===== config.mk =====
export PLATFORM = sky130hd
export DESIGN_NAME = wsg_gen
export DESIGN_NICKNAME = d
export VERILOG_FILES = /design/src/rtl/wsg_pkg.sv /design/src/rtl/wsg_tap_decode.sv /design/src/rtl/wsg_shift_chain.sv /design/src/rtl/wsg_ready_mux.sv /design/src/rtl/wsg_gen.sv
export SDC_FILE = /design/constraint.sdc
export NUM_CORES = 1
export LEC_CHECK = 0
export CORE_AREA = 2 2 44 46
export DETAILED_ROUTE_END_ITERATION = 6
export DIE_AREA = 0 0 46 48
export GPL_ROUTABILITY_DRIVEN = 0
export SLEW_MARGIN = 40
export SYNTH_ARGS = -nofsm -noshare
export SYNTH_HDL_FRONTEND = slang
export SYNTH_HIERARCHICAL = 1
export SYNTH_SLANG_ARGS = --single-unit

===== constraint.sdc =====
create_clock -name clk -period 2.5 [get_ports clk]
set_input_delay 0.5 -clock clk [delete_from_list [all_inputs] [get_ports clk]]
set_output_delay 0.5 -clock clk [all_outputs]
set_load 0.02 [all_outputs]

===== src/rtl/wsg_pkg.sv =====
package wsg_pkg;
   // Combined idle condition of the three active-low bus strobes.
   function automatic logic bus_idle(input logic rd_n, input logic wr_n, input logic inta_n);
      return rd_n & wr_n & inta_n;
   endfunction
endpackage


===== src/rtl/wsg_tap_decode.sv =====
module wsg_tap_decode #(
   parameter int SR_LEN = 8,
   parameter int TAP_W  = 4,
   localparam int IDX_W = $clog2(SR_LEN)
) (
   input  logic [TAP_W-1:0] tap_sel,
   output logic [IDX_W-1:0] tap_idx,
   output logic             waits_en
);
   localparam bit NEED_CLAMP = ((2 ** TAP_W) > SR_LEN);

   assign waits_en = (tap_sel != '0);

   generate
      if (NEED_CLAMP) begin : g_clamp
         localparam logic [TAP_W-1:0] MAX_TAP = TAP_W'(SR_LEN - 1);
         always_comb begin
            if (tap_sel > MAX_TAP) tap_idx = IDX_W'(SR_LEN - 1);
            else                   tap_idx = IDX_W'(tap_sel);
         end
      end else begin : g_direct
         assign tap_idx = IDX_W'(tap_sel);
      end
   endgenerate
endmodule


===== src/rtl/wsg_shift_chain.sv =====
module wsg_shift_chain #(
   parameter int SR_LEN = 8
) (
   input  logic              clk,
   input  logic              rst_n,
   input  logic              idle,
   output logic [SR_LEN-1:0] chain
);
   genvar j;
   generate
      for (j = 0; j < SR_LEN; j++) begin : g_stage
         logic d_in;
         if (j == 0) begin : g_head
            assign d_in = 1'b1;
         end else begin : g_body
            assign d_in = chain[j-1];
         end

         always_ff @(posedge clk or negedge rst_n) begin
            if (!rst_n)    chain[j] <= 1'b0;
            else if (idle) chain[j] <= 1'b0;
            else           chain[j] <= d_in;
         end

         if (j > 0) begin : g_thermo
            // a position is never set ahead of the one before it
            assert_thermometer_R1: assert property (@(posedge clk) disable iff (!rst_n)
               chain[j] |-> chain[j-1]);
         end
      end
   endgenerate

   // idle bus clears the whole chain by the next edge
   assert_idle_clears_R2: assert property (@(posedge clk) disable iff (!rst_n)
      idle |=> (chain == '0));

   // an active strobe always seeds position 0
   assert_head_fills_R1: assert property (@(posedge clk) disable iff (!rst_n)
      !idle |=> chain[0]);
endmodule


===== src/rtl/wsg_ready_mux.sv =====
module wsg_ready_mux #(
   parameter int SR_LEN = 8,
   localparam int IDX_W = $clog2(SR_LEN)
) (
   input  logic [SR_LEN-1:0] chain,
   input  logic [IDX_W-1:0]  tap_idx,
   input  logic              waits_en,
   input  logic              idle,
   input  logic              sel_n,
   output logic              rdy_req
);
   logic tapped;
   assign tapped  = chain[tap_idx];
   assign rdy_req = idle | sel_n | ~waits_en | tapped;
endmodule


===== src/rtl/wsg_gen.sv =====
module wsg_gen #(
   parameter int SR_LEN = 8,
   parameter int TAP_W  = 4
) (
   input  logic             clk,
   input  logic             rst_n,
   input  logic             rd_n,
   input  logic             wr_n,
   input  logic             inta_n,
   input  logic             sel_n,
   input  logic [TAP_W-1:0] tap_sel,
   output logic             rdy_req
);
   import wsg_pkg::*;

   localparam int IDX_W = $clog2(SR_LEN);

   generate
      if (SR_LEN < 2) begin : g_bad_len
         $error("wsg_gen: SR_LEN must be at least 2");
      end
      if ((2 ** TAP_W) < SR_LEN) begin : g_bad_tap
         $error("wsg_gen: TAP_W too narrow to reach every chain position");
      end
   endgenerate

   logic              idle;
   logic [SR_LEN-1:0] chain;
   logic [IDX_W-1:0]  tap_idx;
   logic              waits_en;

   assign idle = bus_idle(rd_n, wr_n, inta_n);

   wsg_tap_decode #(.SR_LEN(SR_LEN), .TAP_W(TAP_W)) u_decode (
      .tap_sel  (tap_sel),
      .tap_idx  (tap_idx),
      .waits_en (waits_en)
   );

   wsg_shift_chain #(.SR_LEN(SR_LEN)) u_chain (
      .clk   (clk),
      .rst_n (rst_n),
      .idle  (idle),
      .chain (chain)
   );

   wsg_ready_mux #(.SR_LEN(SR_LEN)) u_mux (
      .chain    (chain),
      .tap_idx  (tap_idx),
      .waits_en (waits_en),
      .idle     (idle),
      .sel_n    (sel_n),
      .rdy_req  (rdy_req)
   );

   // idle strobes always present ready
   assert_idle_ready_R2: assert property (@(posedge clk) disable iff (!rst_n)
      (rd_n && wr_n && inta_n) |-> rdy_req);

   // deselected device is never slowed
   assert_unselected_ready_R5: assert property (@(posedge clk) disable iff (!rst_n)
      sel_n |-> rdy_req);

   // tap value zero disables waits
   assert_tap_zero_ready_R6: assert property (@(posedge clk) disable iff (!rst_n)
      (tap_sel == '0) |-> rdy_req);

   // ready never drops again within one access
   assert_ready_holds_R7: assert property (@(posedge clk) disable iff (!rst_n)
      (!idle && rdy_req) |=> (idle || !$stable(sel_n) || !$stable(tap_sel) || rdy_req));
endmodule


==> results.sh, run 1 <==
export IMPL_status="finished clean"
export IMPL_cts_setup_buffers=0
export IMPL_setup_violations=0
export IMPL_diodes=0
export IMPL_vias=257
export IMPL_die_height_um=48
export IMPL_layout_commonest_cell="dfrtp_1"
export IMPL_drt_first_pass_iters=2
export IMPL_crit_fanout=4
export IMPL_post_place_ws_ns=-0.562
export IMPL_final_nets=54
export IMPL_synthCells=36
export IMPL_rsz0062_at_grt="no"
export IMPL_regToRegStartpoint="u_chain/g_stage[1].d_in$_DFF_PN0_"
export IMPL_n_fill_cell=175
export IMPL_cp_required_ns=2.00
export IMPL_tns_ns=0
export IMPL_fp_row_count=15
export IMPL_ys_seq_elements=8
export IMPL_hold_start="u_chain/g_stage[7].d_in$_DFF_PN0_"
export IMPL_drc=0
export IMPL_hold_path_class="flip-flop to flip-flop"
export IMPL_crit_start="tap_sel[3]"
export IMPL_clk_pin_slew_worst_paths_ns=0.05
export IMPL_syn_cell_area_um2=414
export IMPL_setup_ws_ns=0.168
export IMPL_die_area_mm2=0.00221
export IMPL_cts_buffers=3
export IMPL_ant_nets=0
export IMPL_use_met1=0.0759
export IMPL_clock_latency_ns=0.24
export IMPL_cts_tree="yes"
export IMPL_yosys_warnings=6
export IMPL_area_growth_pct=24.8
export IMPL_port_buffers=10
export IMPL_core_mm2=0.00169
export IMPL_drive_above_1_share=0.214
export IMPL_max_vdd_ir_drop_mv=0.246
export IMPL_wl_per_cell_um=11.5
export IMPL_slew_headroom=0.763
export IMPL_cts_hold_buf=0
export IMPL_grtUsageTotal=0.0753
export IMPL_worstSetupStartpointType="primary input"
export IMPL_power_leakage_nw=0.233
export IMPL_viasPerCell=4.36
export IMPL_yosysSeqAreaShare=0.483
export IMPL_fin_util=0.306
export IMPL_cts_sinks=8
export IMPL_globalRouteMet3Util=0.0415
export IMPL_path_class="primary input to output port"
export IMPL_die_w_um=46
export IMPL_grt_pass1_wl_um=1010
export IMPL_grt_overflow=0
export IMPL_slew_violations=0
export IMPL_drt_iter0_drc=4
export IMPL_synth_nets=46
export IMPL_grt_max_degree=9
export IMPL_finClkSkew_ns=0.00106
export IMPL_grt_busiest_layer="met2"
export IMPL_worst_pin_slew_ns=0.355
export IMPL_maxCapViolations=0
export IMPL_start_util=0.245
export IMPL_synth_avg_cell_area_um2=11.5
export IMPL_first_global_vias=241
export IMPL_post_route_min_period_ns=2.33
export IMPL_critPathCaptureType="output port"
export IMPL_use_met2=0.103
export IMPL_report_final_hold_viol_count=0
export IMPL_clockBufferDepth=2
export IMPL_cp_arrival_ns=1.83
export IMPL_root_buffer="clkbuf_4"
export IMPL_yosysUniqueCellTypes=12
export IMPL_dp_hpwl_um=518
export IMPL_cts_htree_levels=1
export IMPL_final_cell_mix="dfrtp_1 (8), clkdlybuf4s50_1 (7), nor2b_1 (7)"
export IMPL_min_period_over_period=0.933
export IMPL_wl_um=677
export IMPL_grt_antenna_before_repair=0
export IMPL_io_pins=11
export IMPL_clock_fmax_mhz=429
export IMPL_power_density_mw_per_mm2=567
## cells in the mapped netlist
cell type / number / area share
and3_1: 1 / 0.015
buf_4: 7 / 0.13
clkbuf_2: 1 / 0.012
dfrtp_1: 8 / 0.48
inv_1: 1 / 0.0091
mux2i_1: 4 / 0.097
mux4_2: 1 / 0.054
nand3_2: 1 / 0.024
nor2_1: 1 / 0.0091
nor2b_1: 7 / 0.11
or2_1: 3 / 0.045
or4_1: 1 / 0.018
## sequential cells by signal, indices dropped and copies added, names as in the netlist
| name | flops |
|---|---|
| u_chain/chain | 1 |
| u_chain/g_stage.d_in | 7 |
## path summary, 6_finish.rpt
kind / slack (ns) / cells after the start / end
worst max register to register: 1.88 / 1 / u_chain/g_stage[2].d_in$_DFF_PN0_
worst max-delay path: 0.17 / 6 / rdy_req
max in group asynchronous: 1.71 / 1 / u_chain/g_stage[4].d_in$_DFF_PN0_
worst min-delay path: 0.49 / 1 / u_chain/chain[7]$_DFF_PN0_
min in group asynchronous: 0.53 / 1 / u_chain/g_stage[5].d_in$_DFF_PN0_
worst min register to register: 0.49 / 1 / u_chain/chain[7]$_DFF_PN0_
## worst max-delay path, stage by stage
cell and delay (ns):
dlygate4sd2_1 0.26, or2_4 0.27, mux2i_2 0.15, mux4_2 0.46
nand3_2 0.08, buf_6 0.11
## metrics by stage
step | instance area (µm²) | instances | hold slack, ns | power [mW]
6_report | 517 | 59 | 0.494 | 0.293
5_1_grt | 517 | 59 | 0.532 | 0.311
4_1_cts | 510 | 59 | 0.497 | 0.301
3_5_place_dp | 485 | 56 | 0.485 | 0.202
3_3_place_gp | 485 | 56 | 0.483 | 0.201
2_1_floorplan | 414 | 36 | 0.204 | 0.190
## area by class of cell
cell class	count	area [µm²]	share of cell area
inverter	1	3.75	0.00726
multi-input combinational	19	159	0.308
tap	17	21.3	0.0412
sequential	8	200	0.387
timing repair buffer	11	110	0.213
clock buffer	3	22.5	0.0436
## kinds of logic (layout without fill, tap and decap cells)
family,Yosys count,in the layout,synth area share
muxes,5,5,0.151
DFF,8,8,0.483
buffers and inverters,9,15,0.148
and+or+nand+nor,14,14,0.218
## repair_timing
item / CTS / global route
resized for setup: 8 / 2
pin swaps: 2 / 1
gates cloned: 0 / 0
endpoints found under the setup margin: 1 / 1
endpoints found under the hold margin: 0 / 0
## layer usage
metal,vias to the layer above,wire (µm)
li1,122,-
met1,123,308
met2,10,294
met3,2,63
met4,0,11
met5,-,0
## power by group
part,total [mW],internal (mW),switching (mW)
clock network,0.0919,0.0545,0.0374
registers,0.148,0.142,0.00562
logic,0.0535,0.0338,0.0197
(Power assumes the default switching activity.)
==> run 2: changes to the inputs <==
SLEW_MARGIN = 20   (was 40)
==> results of run 2 <==
Same layout as run 1: the final DEF is identical, and so are final timing and power.
